--- src/rtl/tmr_pkg.sv ---
package tmr_pkg;
  localparam int TMR_ADDR_W = 3;

  typedef enum logic [TMR_ADDR_W-1:0] {
    REG_CTRL   = 3'd0,
    REG_REQEN  = 3'd1,
    REG_STATUS = 3'd2,
    REG_PRESC  = 3'd3,
    REG_RELOAD = 3'd4,
    REG_COUNT  = 3'd5
  } tmr_reg_e;

  localparam int CTRL_RUN_BIT  = 0;
  localparam int CTRL_DOWN_BIT = 1;
  localparam int CTRL_ONCE_BIT = 2;
  localparam int REQ_IRQ_BIT   = 0;
  localparam int REQ_DMA_BIT   = 1;
  localparam int STAT_UPD_BIT  = 0;

  typedef struct packed {
    logic once;
    logic down;
    logic run;
  } tmr_ctrl_t;
endpackage

--- src/rtl/tmr_regs.sv ---
module tmr_regs
  import tmr_pkg::*;
#(
  parameter int CNT_W = 16,
  parameter int PSC_W = 16,
  parameter int BUS_W = 16
) (
  input  logic                  clk,
  input  logic                  rst_n,
  input  logic                  wr_en,
  input  logic [TMR_ADDR_W-1:0] wr_addr,
  input  logic [BUS_W-1:0]      wr_data,
  input  logic [TMR_ADDR_W-1:0] rd_addr,
  output logic [BUS_W-1:0]      rd_data,
  input  logic [CNT_W-1:0]      cnt_val,
  input  logic                  upd,
  output tmr_ctrl_t             ctrl,
  output logic                  irq_en,
  output logic                  dma_en,
  output logic                  flag,
  output logic [PSC_W-1:0]      psc_pre,
  output logic [CNT_W-1:0]      arr_pre
);
  logic clr_hit;
  assign clr_hit = wr_en && (tmr_reg_e'(wr_addr) == REG_STATUS) && wr_data[STAT_UPD_BIT];

  always_ff @(posedge clk or negedge rst_n) begin
    if (!rst_n) begin
      ctrl    <= '0;
      irq_en  <= 1'b0;
      dma_en  <= 1'b0;
      psc_pre <= '0;
      arr_pre <= '0;
    end else begin
      if (wr_en) begin
        case (tmr_reg_e'(wr_addr))
          REG_CTRL: begin
            ctrl.run  <= wr_data[CTRL_RUN_BIT];
            ctrl.down <= wr_data[CTRL_DOWN_BIT];
            ctrl.once <= wr_data[CTRL_ONCE_BIT];
          end
          REG_REQEN: begin
            irq_en <= wr_data[REQ_IRQ_BIT];
            dma_en <= wr_data[REQ_DMA_BIT];
          end
          REG_PRESC:  psc_pre <= wr_data[PSC_W-1:0];
          REG_RELOAD: arr_pre <= wr_data[CNT_W-1:0];
          default: ;
        endcase
      end
      // single-shot: the terminating update overrides any write of run
      if (upd && ctrl.once) ctrl.run <= 1'b0;
    end
  end

  always_ff @(posedge clk or negedge rst_n) begin
    if (!rst_n)       flag <= 1'b0;
    else if (upd)     flag <= 1'b1;
    else if (clr_hit) flag <= 1'b0;
  end

  always_comb begin
    rd_data = '0;
    case (tmr_reg_e'(rd_addr))
      REG_CTRL: begin
        rd_data[CTRL_RUN_BIT]  = ctrl.run;
        rd_data[CTRL_DOWN_BIT] = ctrl.down;
        rd_data[CTRL_ONCE_BIT] = ctrl.once;
      end
      REG_REQEN: begin
        rd_data[REQ_IRQ_BIT] = irq_en;
        rd_data[REQ_DMA_BIT] = dma_en;
      end
      REG_STATUS: rd_data[STAT_UPD_BIT] = flag;
      REG_PRESC:  rd_data[PSC_W-1:0]    = psc_pre;
      REG_RELOAD: rd_data[CNT_W-1:0]    = arr_pre;
      REG_COUNT:  rd_data[CNT_W-1:0]    = cnt_val;
      default:    rd_data = '0;
    endcase
  end
endmodule

--- src/rtl/tmr_prescaler.sv ---
module tmr_prescaler #(
  parameter int PSC_W = 16
) (
  input  logic             clk,
  input  logic             rst_n,
  input  logic             run,
  input  logic             upd,
  input  logic [PSC_W-1:0] psc_pre,
  output logic             tick
);
  logic [PSC_W-1:0] psc_act;
  logic [PSC_W-1:0] psc_cnt;

  assign tick = run && (psc_cnt == psc_act);

  always_ff @(posedge clk or negedge rst_n) begin
    if (!rst_n) begin
      psc_act <= '0;
      psc_cnt <= '0;
    end else begin
      if (!run || upd) psc_act <= psc_pre;
      if (!run || tick) psc_cnt <= '0;
      else              psc_cnt <= psc_cnt + 1'b1;
    end
  end
endmodule

--- src/rtl/tmr_counter.sv ---
module tmr_counter #(
  parameter int CNT_W = 16
) (
  input  logic             clk,
  input  logic             rst_n,
  input  logic             run,
  input  logic             tick,
  input  logic             down,
  input  logic [CNT_W-1:0] arr_pre,
  output logic [CNT_W-1:0] cnt,
  output logic             upd
);
  logic [CNT_W-1:0] arr_act;
  logic             at_end;

  assign at_end = down ? (cnt == '0) : (cnt == arr_act);
  assign upd    = tick && at_end;

  always_ff @(posedge clk or negedge rst_n) begin
    if (!rst_n) begin
      arr_act <= '0;
      cnt     <= '0;
    end else begin
      if (!run || upd) arr_act <= arr_pre;
      if (tick) begin
        if (upd)       cnt <= down ? arr_pre : '0;
        else if (down) cnt <= cnt - 1'b1;
        else           cnt <= cnt + 1'b1;
      end
    end
  end
endmodule

--- src/rtl/tmr_req.sv ---
module tmr_req (
  input  logic clk,
  input  logic rst_n,
  input  logic upd,
  input  logic flag,
  input  logic irq_en,
  input  logic dma_en,
  output logic irq,
  output logic dma_req
);
  assign irq = flag && irq_en;

  always_ff @(posedge clk or negedge rst_n) begin
    if (!rst_n) dma_req <= 1'b0;
    else        dma_req <= upd && dma_en;
  end
endmodule

--- src/rtl/tmr_updown.sv ---
module tmr_updown
  import tmr_pkg::*;
#(
  parameter int CNT_W = 16,
  parameter int PSC_W = 16,
  parameter int BUS_W = 16
) (
  input  logic                  clk,
  input  logic                  rst_n,
  input  logic                  wr_en,
  input  logic [TMR_ADDR_W-1:0] wr_addr,
  input  logic [BUS_W-1:0]      wr_data,
  input  logic [TMR_ADDR_W-1:0] rd_addr,
  output logic [BUS_W-1:0]      rd_data,
  output logic                  irq,
  output logic                  dma_req
);
  tmr_ctrl_t        ctrl;
  logic             run_q, down_q, once_q;
  logic             irq_en, dma_en, flag;
  logic [PSC_W-1:0] psc_pre;
  logic [CNT_W-1:0] arr_pre;
  logic [CNT_W-1:0] cnt;
  logic             tick, upd;

  assign run_q  = ctrl.run;
  assign down_q = ctrl.down;
  assign once_q = ctrl.once;

  tmr_regs #(.CNT_W(CNT_W), .PSC_W(PSC_W), .BUS_W(BUS_W)) u_regs (
    .clk(clk), .rst_n(rst_n), .wr_en(wr_en), .wr_addr(wr_addr), .wr_data(wr_data),
    .rd_addr(rd_addr), .rd_data(rd_data), .cnt_val(cnt), .upd(upd), .ctrl(ctrl),
    .irq_en(irq_en), .dma_en(dma_en), .flag(flag), .psc_pre(psc_pre), .arr_pre(arr_pre)
  );

  tmr_prescaler #(.PSC_W(PSC_W)) u_psc (
    .clk(clk), .rst_n(rst_n), .run(run_q), .upd(upd), .psc_pre(psc_pre), .tick(tick)
  );

  tmr_counter #(.CNT_W(CNT_W)) u_cnt (
    .clk(clk), .rst_n(rst_n), .run(run_q), .tick(tick), .down(down_q),
    .arr_pre(arr_pre), .cnt(cnt), .upd(upd)
  );

  tmr_req u_req (
    .clk(clk), .rst_n(rst_n), .upd(upd), .flag(flag), .irq_en(irq_en),
    .dma_en(dma_en), .irq(irq), .dma_req(dma_req)
  );
endmodule

--- config.mk ---
export PLATFORM = sky130hd
export DESIGN_NAME = tmr_updown
export DESIGN_NICKNAME = d
export VERILOG_FILES = /design/src/rtl/tmr_pkg.sv /design/src/rtl/tmr_regs.sv /design/src/rtl/tmr_prescaler.sv /design/src/rtl/tmr_counter.sv /design/src/rtl/tmr_req.sv /design/src/rtl/tmr_updown.sv
export SDC_FILE = /design/constraint.sdc
export NUM_CORES = 1
export LEC_CHECK = 0
export ABC_AREA = 1
export BUFFER_PORTS_ARGS = -buffer_cell sky130_fd_sc_hd__buf_2
export CAP_MARGIN = 20
export CORE_ASPECT_RATIO = 0.75
export CORE_MARGIN = 2
export CORE_UTILIZATION = 45
export CTS_BUF_LIST = sky130_fd_sc_hd__clkbuf_8
export DETAILED_ROUTE_END_ITERATION = 16
export SYNTH_ARGS = -nofsm -noshare
export SYNTH_HDL_FRONTEND = slang
export SYNTH_SLANG_ARGS = --single-unit
--- constraint.sdc ---
create_clock -name clk -period 3.5 [get_ports clk]
set_input_delay 0.175 -clock clk [delete_from_list [all_inputs] [get_ports clk]]
set_output_delay 0.175 -clock clk [all_outputs]
set_load 0.02 [all_outputs]
==> flow_summary.toml, run 1 <==
[layout]
post-route-util_pct = 49.7
areaGrowthSynthToFinish_pct = 8.80
fin_nets = 952
drive_above_1_share_pct = 11.2
n_antenna_cell = 0
final_cell_mix = "nand2_1 (295), inv_1 (137), dfrtp_1 (103)"
final_common_cell = "nand2_1"

[flow_run]
drv_cap = 0

[drt]
via_per_inst = 5.04
dr_total_vias = 5494
drcViolationCount = 4
wl_per_cell_um = 14.7
postRouteAntennaNets = 0
drt_iter0_markers = 398
routed_wl_mm = 16.0
dr.pass1.iters = 12

[logic_synthesis]
synthTopCellsByArea = "dfrtp_1 (41%), nand2_1 (18%), inv_1 (8.1%), o21ai_0 (4.5%), nor2_1 (3.4%)"
synth_xor_area_share_pct = 1.82
synth_fa_ha_area_share_pct = 3.33
yosysWarnings = 0
synth.mux.area_fraction_pct = 0
syn_nets = 913
syn_inst = 872
avgSynthCellArea_um2 = 7.16
synth_top_family_by_area = "simple AND/OR/NAND/NOR gates"
seq_area_frac_synth_pct = 41.3
synth_top_area_share_pct = 41.3
synth-edff-count = 0
async_flop_share_pct = 100
synth_top_cell_by_area = "dfrtp_1"
synth-simple-area-share_pct = 30.5
synth-seq-cells = 103
synth-compound-area-share_pct = 12.5
synth.distinct_cells = 41
ys.flop_type = "dfrtp_1"
netlist_area_um2 = 6240

[outcome]
outcome = "finished, violations left"
violations = "DRC"

[global_route]
grt_max_degree = 64
grt_overflow_total = 0
grt_pass1_vias = 5210
antenna_found_initial = 0
grt_use_total_pct = 23.0
grt_pass1_wl_mm = 27.0

[die]
initial_core_util_pct = 45.7
design.core.area_um2 = 13700
io_pins = 43
die_w_um = 140
dieHeight_um = 106
die_area_um2 = 14800
floorplan.rows = 37

[sta]
period_share_pct = 70.1
max_clock_freq_ghz = 0.408
drv_slew = 0
setup_violations = 0
tightestPinTransition_ns = 0.987
slew_headroom_pct = 33.9
holdWs_ns = 0.0738
period_minus_slack_ns = 2.45
rsz0062_at_grt = "no"
finalHoldViolCount = 0
worst_clock_skew_ns = 0.0128
final.setup.tns_ns = 0

[clock_tree]
clockBufferDepth = 2
htree_levels = 3
clk_latency_ns = 0.38
cts.sinks = 103
cts_resized = 0
path_clk_slew_ns = 0.10
cts_tree = "yes"
cts-root-buf = "clkbuf_8"
cts_buffers = 9

[hold_path]
hp-class = "input pin to register"

[worst_setup_path]
path_cells = "inv_1 > nand2_1 > nand2_1 > nor2_1 > nand2_1 > nor2_1 > nand3_2 > buf_4 > inv_2 > nand2_4 > nand2_8 > nand2_1 > o21ai_2"
max_stage_delay_ns = 0.40
crit_top_cell = "nand2_1"
worst_setup_path_end_kind = "register"
crit_buf_inv = 3
criticalPathCategory = "register to register"
cp_top_family = "simple AND/OR/NAND/NOR gates"
worstSetupStartpointType = "register"
worstPathRequired_ns = 3.79
critPathSlowestCell = "dfrtp_1"
worstPathArrival_ns = 2.75
cp_max_fo = 63

[placement]
place_congestion = 0.972
port_buffers = 42
detailed_place_hpwl_mm = 12.2

[power]
leakage_nw = 3.64
irDropWorstVdd_v = 0.000281
power_density_nw_per_um2 = 592
[area by class of cell]
cell class | instances | area (um^2)
Clock buffer | 9 | 124
Multi-Input combinational cell | 606 | 3010
Sequential cell | 103 | 2580
Inverter | 143 | 537
Clock inverter | 7 | 47.5
Fill cell | 1408 | 6860
Timing Repair Buffer | 48 | 280
Tap cell | 175 | 219
[cell usage after synthesis (2+ instances only)]
cell and count:
xor2_1 11, nand4_1 16, xnor2_1 2, o211ai_1 6, o2111ai_1 2, o21ai_0 56
a21boi_0 3, and2_1 2, nand2_2 11, nand3_1 41, o221ai_1 7, clkbuf_1 12
buf_6 5, nand2_1 295, nor3_1 10, nor2_1 57, nor3b_1 5, nor4_1 4
a31oi_1 4, nand3_2 2, o21ai_1 8, inv_2 7, o21ai_2 16, nand2_4 2
buf_2 2, ha_1 15, inv_1 135, a21oi_1 19, o21bai_1 3, dfrtp_1 103
[worst reg2reg max path: stages, from the launching register on]
cell and delay (ns):
dfrtp_1 0.40, inv_1 0.13, nand2_1 0.08, nand2_1 0.06, nor2_1 0.09, nand2_1 0.06, nor2_1 0.14, nand3_2 0.07
buf_4 0.23, inv_2 0.27, nand2_4 0.19, nand2_8 0.38, nand2_1 0.17, o21ai_2 0.08
[cell families after synthesis]
logic type      count (synthesis)
compound gates                128
xor+xnor                       13
fa+ha+maj                      16
buf+inv                       163
flops                         103
simple gates                  449
[per-stage QoR]
stage	power, W	area, um^2	cells	worst slack [ns]
finish	0.00402	6790	1091	1.05
global placement	0.00334	6590	1073	1.12
floorplan	0.00288	6240	872	1.54
global route	0.00438	6790	1091	0.791
CTS	0.00404	6770	1090	1.08
detailed placement	0.00333	6590	1073	1.10
[final timing paths]
kind,start,endpoint,slack [ns],depth (start not counted)
setup / recovery,u_psc.psc_cnt[9]$_DFF_PN0_,u_cnt.arr_act[15]$_DFFE_PN0P_,1.05,13
min in group asynchronous,rst_n,u_psc.psc_act[1]$_DFFE_PN0P_,0.39,2
setup reg to reg,u_psc.psc_cnt[9]$_DFF_PN0_,u_cnt.arr_act[15]$_DFFE_PN0P_,1.05,13
max in group asynchronous,rst_n,u_cnt.cnt[3]$_DFFE_PN0P_,2.28,3
hold / removal,wr_data[12],u_regs.arr_pre[12]$_DFFE_PN0P_,0.07,3
hold reg to reg,u_regs.dma_en$_DFFE_PN0P_,u_regs.dma_en$_DFFE_PN0P_,0.50,2
[power by group]
group / internal (W) / switching, W / total (W)
registers: 0.00144 / 0.000243 / 0.00169
logic: 0.000568 / 0.00107 / 0.00164
clock network: 0.000259 / 0.000434 / 0.000693
[flip-flops by register name, summed over array words and instances, names as in the netlist, 3 cells and up]
signal	cells
u_psc.psc_act	16
u_regs.psc_pre	16
u_regs.ctrl	3
u_cnt.arr_act	16
u_psc.psc_cnt	16
u_cnt.cnt	16
u_regs.arr_pre	16
[per-layer routing]
metal	part of all wire [%]	vias up	global-route usage, %
met5	0	-	0
met4	0.66	0	3.75
met3	6.0	10	4.19
met2	40	148	33.9
met1	53	2499	35.7
li1	-	2837	-
[repair_timing]
action / in CTS / in global routing
hold buffers: 1 / 0
endpoints found under the setup margin: 0 / 0
hold endpoints to repair: 56 / 0
setup buffers: 0 / 0
Power figures use the tool's default switching activity.
==> run 2, diff against run 1 <==
==> constraint.sdc (replaced) <==
create_clock -name clk -period 2.3 [get_ports clk]
set_input_delay 0.115 -clock clk [delete_from_list [all_inputs] [get_ports clk]]
set_output_delay 0.115 -clock clk [all_outputs]
set_load 0.02 [all_outputs]
==> run 2 against run 1 <==
The run still ends with DRC left. Die area stayed put. Sequential share of layout area shrank 1.0 points. Clock skew shrank 0.00092 ns. Critical endpoint is now u_cnt.cnt[13]$_DFFE_PN0P_. Critical path type unchanged. Critical path depth down 2. Design area grew 2.8%. Total power rose by 55%. Sequential power increased by 50%. Worst setup slack worse by 0.81 ns. First-iteration DRC count up 1.0%.
==> flow_summary.toml, run 2 (same netlist as run 1, synthesis figures left out) <==
[outcome]
outcome = "finished, violations left"
violations = "DRC"

[drt]
drcViolationCount = 4
dr.pass1.iters = 11
wl_met3_um = 966
wl_met1_mm = 8.78
routed_wl_mm = 16.6
drt_iter0_markers = 402
wl_met2_mm = 6.60
dr_total_vias = 5558
wl_per_cell_um = 14.9
postRouteAntennaNets = 0
via_per_inst = 5.00
dr.max_layer_used = "met4"

[layout]
fin_nets = 973
final_cell_mix = "nand2_1 (295), inv_1 (136), dfrtp_1 (103)"
fillers = 1358
fin_cells = 1111
final_common_cell = "nand2_1"
areaGrowthSynthToFinish_pct = 11.8
drive_above_1_share_pct = 12.7
n_antenna_cell = 0

[placement]
detailed_place_hpwl_mm = 12.9
port_buffers = 42
dp.cells = 1090
place_congestion = 0.894

[worst_setup_path]
worstSetupStartpointType = "register"
critPathSlowestCell = "dfrtp_1"
path_cells = "buf_4 > ha_1 > nand2_1 > inv_1 > a21oi_1 > nor2_1 > nor2_1 > nand3_1 > nand2_1 > nand2_1 > a21oi_1"
crit_top_cell = "nand2_1"
r2r-end = "u_cnt.cnt[13]$_DFFE_PN0P_"
r2r_slack_ns = 0.24
worstPathArrival_ns = 2.36
cp_max_fo = 15
worstPathRequired_ns = 2.60
worst_setup_path_end_kind = "register"
reg2reg_from = "u_regs.ctrl[1]$_DFFE_PN0P_"
max_stage_delay_ns = 0.40
cp_top_family = "simple AND/OR/NAND/NOR gates"
reg2regPathDepth = 11
criticalPathCategory = "register to register"
crit_buf_inv = 2

[clock_tree]
cts_tree = "yes"
cts_setup_buffers = 0
cts.sinks = 103
cts_resized = 0
clockBufferDepth = 2
clk_latency_ns = 0.38
path_clk_slew_ns = 0.10
cts-root-buf = "clkbuf_8"
cts_buffers = 9
htree_levels = 3

[sta]
period_share_pct = 89.6
max_clock_freq_ghz = 0.485
rsz0062_at_grt = "no"
worst_clock_skew_ns = 0.0119
period_minus_slack_ns = 2.06
slew_headroom_pct = 40.5
setup_violations = 0
finalHoldViolCount = 0
tightestPinTransition_ns = 0.891
drv_slew = 0
final.setup.tns_ns = 0

[global_route]
grt_pass1_wl_mm = 27.5
grt_overflow_total = 0
antenna_found_initial = 0
grt_use_total_pct = 23.5
grt_pass1_vias = 5353
grt_max_degree = 50

[hold_path]
hp-class = "input pin to register"
worstHoldPathCells = 3
worstHoldStart = "wr_data[8]"
hold_path_end = "u_regs.arr_pre[8]$_DFFE_PN0P_"

[die]
die_w_um = 140
initial_core_util_pct = 45.7
io_pins = 43
dieHeight_um = 106
design.core.area_um2 = 13700
floorplan.rows = 37
die_area_um2 = 14800

[power]
irDropWorstVdd_v = 0.000395
leakage_nw = 3.75
power_density_nw_per_um2 = 894

[flow_run]
drv_cap = 0
run 2: cell types whose count changed in the layout (fill, tap and decap cells not counted):
cell | before | now
clkinvlp_4 | 3 | 1
buf_12 | 0 | 3
clkinv_2 | 0 | 1
buf_4 | 5 | 19
buf_16 | 1 | 0
inv_1 | 137 | 136
dlygate4sd3_1 | 1 | 6
clkbuf_8 | 9 | 10
run 2: where the power goes:
group          internal (W)  leakage [nW]  switching (W)
Sequential          0.00220          1.34       0.000348
Clock              0.000421        0.0903       0.000651
Combinational      0.000944          2.32        0.00168
Total               0.00356          3.75        0.00268
run 2: worst max-delay path by stage:
stage / startpoint / end / cells after the start
floorplan: u_regs.ctrl[1]$_DFFE_PN0P_ / u_cnt.cnt[13]$_DFFE_PN0P_ / 10
global placement: u_regs.ctrl[1]$_DFFE_PN0P_ / u_cnt.cnt[13]$_DFFE_PN0P_ / 11
detailed placement: u_regs.ctrl[1]$_DFFE_PN0P_ / u_cnt.cnt[13]$_DFFE_PN0P_ / 11
CTS: u_regs.ctrl[1]$_DFFE_PN0P_ / u_cnt.cnt[13]$_DFFE_PN0P_ / 11
global route: u_regs.ctrl[1]$_DFFE_PN0P_ / u_cnt.cnt[13]$_DFFE_PN0P_ / 11
finish: u_regs.ctrl[1]$_DFFE_PN0P_ / u_cnt.cnt[13]$_DFFE_PN0P_ / 11
run 2: layout make-up:
class	count	area (um^2)	share of cell area (%)
multi-input cells	606	3010	43.1
flip-flops and latches	103	2580	36.9
inverters	143	537	7.69
repair buffers	69	468	6.70
well taps	175	219	3.14
clock buffers	10	138	1.97
clock inverters	5	33.8	0.484
run 2: through the flow:
stage | total power (W) | util, % | hold WS [ns] | worst slack [ns] | instance area [um^2]
2_1_floorplan | 0.00438 | - | -0.181 | 0.337 | 6240
3_3_place_gp | 0.00517 | 49.4 | 0.196 | 0.243 | 6750
3_5_place_dp | 0.00516 | 49.4 | 0.192 | 0.280 | 6750
4_1_cts | 0.00626 | 51.1 | 0.0104 | 0.234 | 6980
5_1_grt | 0.00678 | 51.1 | 0.00857 | 0.0587 | 6980
6_report | 0.00624 | 51.1 | 0.0142 | 0.239 | 6980
run 2: worst reg2reg max path, stage by stage (launching register included):
cell and delay, ns:
dfrtp_1 0.40, buf_4 0.21, ha_1 0.36, nand2_1 0.16, inv_1 0.07, a21oi_1 0.25
nor2_1 0.07, nor2_1 0.12, nand3_1 0.09, nand2_1 0.07, nand2_1 0.05, a21oi_1 0.15
run 2: layer usage:
metal / track usage, % / vias up
li1: - / 2869
met1: 35.5 / 2523
met2: 34.0 / 149
met3: 5.68 / 17
met4: 5.77 / 0
met5: 0 / -
run 2: what timing repair did:
action | in CTS | in global routing
hold buffers | 6 | 0
endpoints found under the hold margin | 51 | 0
endpoints found under the setup margin | 0 | 0
